--- src/rtl/rdprot_pkg.sv ---
package rdprot_pkg;

  typedef enum logic [1:0] {
    LVL_OPEN  = 2'd0,
    LVL_GUARD = 2'd1,
    LVL_LOCK  = 2'd2
  } prot_lvl_e;

  localparam logic [1:0] BOOT_FLASH  = 2'd0;
  localparam logic [1:0] BOOT_SYSMEM = 2'd1;
  localparam logic [1:0] BOOT_SRAM   = 2'd2;

  localparam logic [1:0] OP_READ = 2'd0;
  localparam logic [1:0] OP_PROG = 2'd1;

  localparam logic TGT_FLASH  = 1'b0;
  localparam logic TGT_BKPRAM = 1'b1;

endpackage

--- src/rtl/rdprot_lvl_decode.sv ---
module rdprot_lvl_decode
  import rdprot_pkg::*;
#(
  parameter logic [7:0] OPEN_CODE = 8'hAA,
  parameter logic [7:0] LOCK_CODE = 8'hCC
) (
  input  logic [7:0] opt_byte,
  output prot_lvl_e  level
);

  always_comb begin
    if (opt_byte == OPEN_CODE)
      level = LVL_OPEN;
    else if (opt_byte == LOCK_CODE)
      level = LVL_LOCK;
    else
      level = LVL_GUARD;
  end

endmodule

--- src/rtl/rdprot_opt_fsm.sv ---
module rdprot_opt_fsm
  import rdprot_pkg::*;
#(
  parameter logic [7:0] RESET_OPT = 8'hFF,
  parameter logic [7:0] OPEN_CODE = 8'hAA,
  parameter logic [7:0] LOCK_CODE = 8'hCC
) (
  input  logic       clk,
  input  logic       rst_n,
  input  prot_lvl_e  cur_level,
  input  logic       opt_wr_valid,
  input  logic [7:0] opt_wr_byte,
  output logic       opt_wr_ready,
  input  logic       erase_done,
  input  logic       prot_err_clr,
  output logic [7:0] opt_q,
  output logic       busy,
  output logic       erase_start,
  output logic       prot_err
);

  typedef enum logic {ST_IDLE, ST_ERASE} st_e;

  st_e        st_q;
  logic [7:0] pend_q;
  prot_lvl_e  new_level;
  logic       take;
  logic       downgrade;

  rdprot_lvl_decode #(
    .OPEN_CODE(OPEN_CODE),
    .LOCK_CODE(LOCK_CODE)
  ) u_req_decode (
    .opt_byte(opt_wr_byte),
    .level   (new_level)
  );

  assign opt_wr_ready = (st_q == ST_IDLE);
  assign busy         = (st_q == ST_ERASE);
  assign take         = opt_wr_valid && opt_wr_ready;
  assign downgrade    = (cur_level == LVL_GUARD) && (new_level == LVL_OPEN);

  always_ff @(posedge clk) begin
    if (!rst_n) begin
      st_q        <= ST_IDLE;
      opt_q       <= RESET_OPT;
      pend_q      <= RESET_OPT;
      erase_start <= 1'b0;
      prot_err    <= 1'b0;
    end else begin
      erase_start <= 1'b0;
      if (prot_err_clr)
        prot_err <= 1'b0;
      unique case (st_q)
        ST_IDLE: begin
          if (take) begin
            if (cur_level == LVL_LOCK) begin
              prot_err <= 1'b1;
            end else if (downgrade) begin
              pend_q      <= opt_wr_byte;
              st_q        <= ST_ERASE;
              erase_start <= 1'b1;
            end else begin
              opt_q <= opt_wr_byte;
            end
          end
        end
        ST_ERASE: begin
          if (erase_done) begin
            opt_q <= pend_q;
            st_q  <= ST_IDLE;
          end
        end
        default: st_q <= ST_IDLE;
      endcase
    end
  end


  erase_pulse_chk: assert property (@(posedge clk) disable iff (!rst_n)
    erase_start |=> !erase_start);


  erase_busy_chk: assert property (@(posedge clk) disable iff (!rst_n)
    erase_start |-> busy);


  perr_sticky_chk: assert property (@(posedge clk) disable iff (!rst_n)
    $fell(prot_err) |-> $past(prot_err_clr));


  lvl_lock_chk: assert property (@(posedge clk) disable iff (!rst_n)
    (cur_level == LVL_LOCK) |=> (cur_level == LVL_LOCK));


  idle_done_chk: assert property (@(posedge clk) disable iff (!rst_n)
    (!busy && erase_done && !opt_wr_valid) |=> $stable(opt_q));

endmodule

--- src/rtl/rdprot_access_gate.sv ---
module rdprot_access_gate
  import rdprot_pkg::*;
#(
  parameter int NSECT  = 12,
  parameter int SECT_W = 4
) (
  input  logic              clk,
  input  logic              rst_n,
  input  prot_lvl_e         level,
  input  logic              busy,
  input  logic [1:0]        boot_sel,
  input  logic              dbg_attached,
  input  logic              acc_valid,
  input  logic [1:0]        acc_op,
  input  logic              acc_target,
  input  logic [SECT_W-1:0] acc_sector,
  input  logic [NSECT-1:0]  wrprot_mask,
  output logic              rsp_valid,
  output logic              rsp_grant,
  output logic              rsp_buserr
);

  localparam int SPAN = 1 << SECT_W;

  logic [SPAN-1:0] mask_ext;
  logic            wp_hit;
  logic            restricted;
  logic            allow;

  for (genvar i = 0; i < SPAN; i++) begin : g_mask
    if (i < NSECT) begin : g_real
      assign mask_ext[i] = wrprot_mask[i];
    end else begin : g_pad
      assign mask_ext[i] = 1'b0;
    end
  end

  always_comb begin
    wp_hit     = (acc_target == TGT_FLASH) && (acc_op != OP_READ) && mask_ext[acc_sector];
    restricted = dbg_attached || (boot_sel != BOOT_FLASH);
    if (level == LVL_OPEN)
      allow = 1'b1;
    else
      allow = !restricted;
    if (busy || wp_hit)
      allow = 1'b0;
  end

  always_ff @(posedge clk) begin
    if (!rst_n) begin
      rsp_valid  <= 1'b0;
      rsp_grant  <= 1'b0;
      rsp_buserr <= 1'b0;
    end else begin
      rsp_valid  <= acc_valid;
      rsp_grant  <= acc_valid && allow;
      rsp_buserr <= acc_valid && !allow && (acc_op == OP_READ);
    end
  end


  rsp_req_chk: assert property (@(posedge clk) disable iff (!rst_n)
    rsp_valid |-> $past(acc_valid));


  busy_deny_chk: assert property (@(posedge clk) disable iff (!rst_n)
    (rsp_valid && $past(busy)) |-> !rsp_grant);


  buserr_deny_chk: assert property (@(posedge clk) disable iff (!rst_n)
    rsp_buserr |-> (rsp_valid && !rsp_grant));

endmodule

--- src/rtl/rdprot_ctrl.sv ---
module rdprot_ctrl
  import rdprot_pkg::*;
#(
  parameter int         NSECT     = 12,
  parameter logic [7:0] RESET_OPT = 8'hFF,
  parameter logic [7:0] OPEN_CODE = 8'hAA,
  parameter logic [7:0] LOCK_CODE = 8'hCC,
  localparam int        SECT_W    = (NSECT > 1) ? $clog2(NSECT) : 1
) (
  input  logic              clk,
  input  logic              rst_n,
  input  logic [1:0]        boot_sel,
  input  logic              dbg_attached,
  input  logic              acc_valid,
  input  logic [1:0]        acc_op,
  input  logic              acc_target,
  input  logic [SECT_W-1:0] acc_sector,
  input  logic [NSECT-1:0]  wrprot_mask,
  output logic              rsp_valid,
  output logic              rsp_grant,
  output logic              rsp_buserr,
  input  logic              opt_wr_valid,
  input  logic [7:0]        opt_wr_byte,
  output logic              opt_wr_ready,
  output logic              erase_start,
  input  logic              erase_done,
  output logic              busy,
  input  logic              prot_err_clr,
  output logic              prot_err,
  output logic [1:0]        prot_level,
  output logic              dbg_disable,
  output logic              boot_blocked
);

  logic [7:0] opt_q;
  prot_lvl_e  level;

  rdprot_lvl_decode #(
    .OPEN_CODE(OPEN_CODE),
    .LOCK_CODE(LOCK_CODE)
  ) u_cur_decode (
    .opt_byte(opt_q),
    .level   (level)
  );

  rdprot_opt_fsm #(
    .RESET_OPT(RESET_OPT),
    .OPEN_CODE(OPEN_CODE),
    .LOCK_CODE(LOCK_CODE)
  ) u_opt_fsm (
    .clk         (clk),
    .rst_n       (rst_n),
    .cur_level   (level),
    .opt_wr_valid(opt_wr_valid),
    .opt_wr_byte (opt_wr_byte),
    .opt_wr_ready(opt_wr_ready),
    .erase_done  (erase_done),
    .prot_err_clr(prot_err_clr),
    .opt_q       (opt_q),
    .busy        (busy),
    .erase_start (erase_start),
    .prot_err    (prot_err)
  );

  rdprot_access_gate #(
    .NSECT (NSECT),
    .SECT_W(SECT_W)
  ) u_gate (
    .clk         (clk),
    .rst_n       (rst_n),
    .level       (level),
    .busy        (busy),
    .boot_sel    (boot_sel),
    .dbg_attached(dbg_attached),
    .acc_valid   (acc_valid),
    .acc_op      (acc_op),
    .acc_target  (acc_target),
    .acc_sector  (acc_sector),
    .wrprot_mask (wrprot_mask),
    .rsp_valid   (rsp_valid),
    .rsp_grant   (rsp_grant),
    .rsp_buserr  (rsp_buserr)
  );

  assign prot_level   = level;
  assign dbg_disable  = (level == LVL_LOCK);
  assign boot_blocked = (level == LVL_LOCK) && (boot_sel != BOOT_FLASH);


  dbg_lock_chk: assert property (@(posedge clk) disable iff (!rst_n)
    dbg_disable |=> dbg_disable);


  no_erase_raise_chk: assert property (@(posedge clk) disable iff (!rst_n)
    (!busy && $past(!busy) && (prot_level != $past(prot_level))) |-> !$past(erase_start));

endmodule

--- config.mk ---
export PLATFORM = sky130hd
export DESIGN_NAME = rdprot_ctrl
export DESIGN_NICKNAME = d
export VERILOG_FILES = /design/src/rtl/rdprot_pkg.sv /design/src/rtl/rdprot_lvl_decode.sv /design/src/rtl/rdprot_opt_fsm.sv /design/src/rtl/rdprot_access_gate.sv /design/src/rtl/rdprot_ctrl.sv
export SDC_FILE = /design/constraint.sdc
export NUM_CORES = 1
export LEC_CHECK = 0
export BUFFER_PORTS_ARGS = -buffer_cell sky130_fd_sc_hd__buf_2
export CORE_ASPECT_RATIO = 1.1
export CORE_UTILIZATION = 40
export CTS_BUF_LIST = sky130_fd_sc_hd__clkbuf_2
export DETAILED_ROUTE_END_ITERATION = 10
export PLACE_DENSITY = 0.67
export SYNTH_ARGS = -nofsm -noshare
export SYNTH_HDL_FRONTEND = slang
export SYNTH_HIERARCHICAL = 1
export SYNTH_SLANG_ARGS = --single-unit
--- constraint.sdc ---
create_clock -name clk -period 4.35 [get_ports clk]
set_clock_uncertainty 0.1 [all_clocks]
set_input_delay 0.435 -clock clk [delete_from_list [all_inputs] [get_ports clk]]
set_output_delay 0.435 -clock clk [all_outputs]
set_load 0.02 [all_outputs]
-- Word level (Yosys, flattened, before mapping)
Index checks and enable logic that the tools add are counted.
- register bits: 22
- input bits: 36
- output and inout bits: 11
- logic and storage cells: 65
- $lt $le $gt $ge: 1
- equal/unequal tests: 10
- muxes and demuxes: 22
- bitwise logic cells: 4
- reductions and logical operators: 20
- operators with widths (kind ; number):
    $eq 8x8->1 const B ; 4
    $mux 8 ; 4
    $pmux 8 s2 ; 1
    $mux 1 ; 11
    $logic_and 1x1->1 ; 8
    $mux 2 ; 4
    $ne 2x2->1 const B ; 4
    $reduce_and 4->1 ; 2
    $logic_not 2->1 ; 3
    $lt 4x5->1 const B ; 1
    $bmux 1 s4 ; 1
    $not 1->1 ; 4
    $reduce_bool 2->1 ; 2
    $eq 2x1->1 const B ; 1
    $eq 2x2->1 const B ; 1
    $logic_not 1->1 ; 2
    $logic_or 1x1->1 ; 2
    $pmux 1 s2 ; 1
    $reduce_or 2->1 ; 1

-- Depth between registers and ports, before layout
- word-level depth: 9
- mapped depth: 6
- gate-level depth less buffers: 5

-- Hierarchy
The synthesis kept the hierarchy.
- modules (own cells, without submodules) (module ; times used ; cells each ; area an instance (um^2) ; sequential area each (um^2)):
    rdprot_opt_fsm ; 1 ; 94 ; 892.1 ; 380.4
    rdprot_access_gate ; 1 ; 21 ; 222.7 ; 60.1
    rdprot_lvl_decode ; 2 ; 5 ; 46.3 ; 0.0
    rdprot_ctrl ; 1 ; 2 ; 21.3 ; 0.0

-- Least setup slack after synthesis
No wires, ideal clock.
- kind: register -> register
- start: register u_opt_fsm.opt_q[2]
- end: register u_opt_fsm.opt_q[0]
- setup time: 0.121 ns
- arrival time: 2.500 ns
- data required time: 4.129 ns
- path slack: 1.629 ns
- stages on the path, launching flop included: 7
- path buffers: 1
- period minus slack after synthesis: 2.721 ns
- path through: dfxtp_1 and4bb_1 o2111ai_1 or4b_1 buf_6 a32oi_4 mux2_2
- cells in the longest elaborated chain, start to end: 7
- elaborated cells between the ends (all ways): 10
- those cells by class: eq/ne: 6; mux: 2; reduce/logical: 2
- RTL lines (item ; RTL line ; source):
    from (decl) ; rdprot_opt_fsm.sv:16 ; output logic [7:0] opt_q,
    from (signal assigned) ; rdprot_opt_fsm.sv:64 ; opt_q <= opt_wr_byte;
    from (signal assigned) ; rdprot_opt_fsm.sv:70 ; opt_q <= pend_q;
    $eq 8x8->1 ; rdprot_lvl_decode.sv:14 ; else if (opt_byte == LOCK_CODE)
    $mux 2 ; rdprot_lvl_decode.sv:14 ;
    $mux 2 * ; rdprot_lvl_decode.sv:12 ; if (opt_byte == OPEN_CODE)
    via prot_level[0] ; rdprot_ctrl.sv:30 ; output logic [1:0] prot_level,
    $eq 2x1->1 ; rdprot_opt_fsm.sv:41 ; assign downgrade = (cur_level == LVL_GUARD) && (new_level == LVL_OPEN);
    $logic_and 1x1->1 ; rdprot_opt_fsm.sv:41 ;
    $ne 2x2->1 (no source line) ; n/a ;
    $reduce_and 4->1 (no source line) * ; n/a ;
Mark *: on every way through the listed nets, which the timed path passes. The rest lies on a longest branch.
A chain may end at the register's enable or synchronous reset.

-- Worst setup path in the final report
- start: register u_opt_fsm.opt_q[5]
- end: register u_opt_fsm.opt_q[7]
- cells in the longest elaborated chain, start to end: 7
- elaborated cells between the ends (all ways): 10
- those cells by class: eq/ne: 6; mux: 2; reduce/logical: 2
- RTL lines (item ; RTL line):
    $eq 8x8->1 ; rdprot_lvl_decode.sv:14
    $mux 2 ; rdprot_lvl_decode.sv:14
    $mux 2 * ; rdprot_lvl_decode.sv:12
    $eq 2x1->1 ; rdprot_opt_fsm.sv:41
    $logic_and 1x1->1 ; rdprot_opt_fsm.sv:41
    $ne 2x2->1 (no source line) ; n/a
    $reduce_and 4->1 (no source line) * ; n/a
Mark *: on every way between the ends. The rest lies on a longest branch, timed or not.

==> flow_summary.ini <==
[run_status]
outcome = complete, no violations

[synthesis]
synth_compound_area_share_pct = 11.5
synth_top_family_by_area = simple AND/OR/NAND/NOR gates
yosysTopAreaCell = dfxtp_1
netlist_area_sq_um = 1230
synthTopCellsByArea = dfxtp_1 (36%), mux2_2 (9.2%), mux2i_1 (6.5%)
synth.distinct_cells = 32
yosysSeqAreaShare_pct = 35.8
synth.mux.area_fraction_pct = 20.0
synth_fp_nets = 163
synth-edff-count = 0
yosys_warnings = 6
syn_area_per_cell_sq_um = 9.67
yosys.area_share.simple_pct = 29.3
synth_top_area_share_pct = 35.8
synth.ff_latch_count = 22
synthFlopType = dfxtp_1
synthArstFlopShare_pct = 0
synth_fa_ha_area_share_pct = 0
synth_xor_area_share_pct = 0
synth_cells = 127

[clocking]
clk_path_buf_depth = 2
clock_latency_ps = 340
htree_levels = 1
postCtsSetupRepairBufs = 0
clk_pin_slew_ps = 210
cts_tree = built
clockRootBuffer = clkbuf_2
cts_hold_buf = 0
cts-resized-gates = 0
cts.sinks = 22
cts_made_buffers = 3

[timing]
finalCritPeriodShare_pct = 64.4
rsz0062_at_grt = false
fmax_mhz = 357
hold_viol = 0
final_max_slew_viol_count = 0
worst_pin_slew_ps = 838
fin_setup_tns_ps = 0
period_needed_ps = 2800
setup_slack_ps = 1550
relSlewSlack_pct = 44.0
setup_viol = 0

[global_routing]
grt_antenna_before_repair = 0
grt_pass1_wl_microns = 4350
grt.overflow.total = 0
grt_max_degree = 29
grt_pass1_vias = 1018
grt_usage_pct = 18.8

[drt]
met2_length_microns = 1400
met1_length_microns = 1180
vias = 1126
drc = 0
wl_met3_microns = 117
drtIter0Drc = 50
drt_pass1_iterations = 4
drt-vias-per-instance = 5.52
highest_layer = met4
antenna_left = 0
routed_wirelength_microns = 2750
post_drt_wl_per_cell_microns = 13.5

[flow_run]
drv_cap = 0

[cells_and_area]
fill_cells = 293
area_growth_pct = 21.2
antennaDiodeCount = 0
nets = 208
design_area_sq_um = 1490
fin_cells = 204
drive_gt1_share_pct = 36.8
final_cell_mix = buf_2 (46), dfxtp_1 (22), nand3_1 (16)
layout.cells.most_common = buf_2

[setup_path]
arrival_ps = 2960
ff2ff_path_depth = 5
critPathLaunchType = flip-flop
r2r-end = u_opt_fsm/opt_q[7]
r2r_start = u_opt_fsm/opt_q[5]
rrSetupSlack_ps = 1550
critPathMaxFanout = 10
cp.required_ps = 4500
endpoint_kind = flip-flop
crit_start = u_opt_fsm/opt_q[5]
path_class = reg2reg
crit_path_end = u_opt_fsm/opt_q[7]

[floorplanning]
ios = 47
rows = 20
core_area_sq_um = 2850
die-width_microns = 54.8
start_util_pct = 43.1
die_h_microns = 60.1
design.die.area_sq_um = 3300

[place]
place_ws_ps = 1590
port_buffers = 46
dpl_cell_area_sq_um = 1470
dp_hpwl_microns = 2170
dp_cells = 200
place.gp.congestion = 0.759

[min_path]
hp-class = in2reg

[pwr]
p_leak_uw = 0.000603
p_per_area_nw_per_um2 = 236
power_uw = 352
ir_drop_uv = 156
[Yosys cell counts, drive strengths merged (2+ instances only)]
library cell   n
o21ai          8
clkbuf         4
nor2b          2
mux4           2
o22ai          3
nand3         16
nor2           4
mux2          10
mux2i          8
inv            3
nand2         10
and4bb         4
and2           2
nand2b        11
o2111ai        2
and4           2
buf            2
dfxtp         22
[stage by stage]
stage / utilization (%) / hold slack [ps]
6_report: 52.2 / 154
5_1_grt: 52.2 / 123
4_1_cts: 52.2 / 132
3_5_place_dp: 51.5 / 382
3_3_place_gp: 51.5 / 380
2_1_floorplan: - / 364
[per-layer routing]
metal / vias up / global-route usage (%)
met5: - / 0
met4: 0 / 8.79
met3: 5 / 2.29
met2: 36 / 33.0
met1: 527 / 21.7
li1: 558 / -
[worst max-delay path: stages, from the launching register on]
cell and delay, ps:
dfxtp_1 380, and4bb_1 220, o2111ai_1 510, or4b_1 680, a32oi_4 450, mux2_2 370
[sequential cells by signal, summed over array words and instances (netlist names)]
register	flops
u_gate/rsp_buserr	1
u_gate/rsp_grant	1
u_gate/rsp_valid	1
u_opt_fsm/busy	1
u_opt_fsm/erase_start	1
u_opt_fsm/opt_q	8
u_opt_fsm/pend_q	8
u_opt_fsm/prot_err	1
[report_power, final]
| group | total (uW) | switching [uW] | leakage (uW) | internal (uW) |
|---|---|---|---|---|
| logic | 57.1 | 26.6 | 0.000409 | 30.4 |
| clock network | 83.7 | 63.8 | 0.0000140 | 20.0 |
| registers | 211 | 3.07 | 0.000180 | 208 |
[cell families after synthesis]
kind of cell | count (synthesis)
multiplexers | 20
buffers and inverters | 9
AND/OR/NAND/NOR | 58
AO/OA/AOI/OAI | 18
flip-flops | 22
[layout make-up]
class | count | area [sq um] | share of cell area [%]
sequential | 22 | 440 | 29.6
multi-input combinational | 96 | 747 | 50.2
tap | 33 | 41.3 | 2.77
clock buffer | 3 | 15.0 | 1.01
inverter | 3 | 11.3 | 0.756
timing repair buffer | 46 | 230 | 15.5
clock inverter | 1 | 3.75 | 0.252
[worst min path at each step]
stage	start	slack, ps	depth (start not counted)	endpoint
4_1_cts	acc_op[1]	130	2	u_gate/rsp_buserr
3_3_place_gp	u_opt_fsm/pend_q[2]	380	2	u_opt_fsm/pend_q[2]
3_5_place_dp	u_opt_fsm/pend_q[7]	380	2	u_opt_fsm/pend_q[7]
6_report	acc_op[1]	150	2	u_gate/rsp_buserr
5_1_grt	acc_op[0]	120	2	u_gate/rsp_buserr
2_1_floorplan	u_opt_fsm/pend_q[0]	360	2	u_opt_fsm/pend_q[0]
Note: power is estimated with default switching activity, not from simulation.
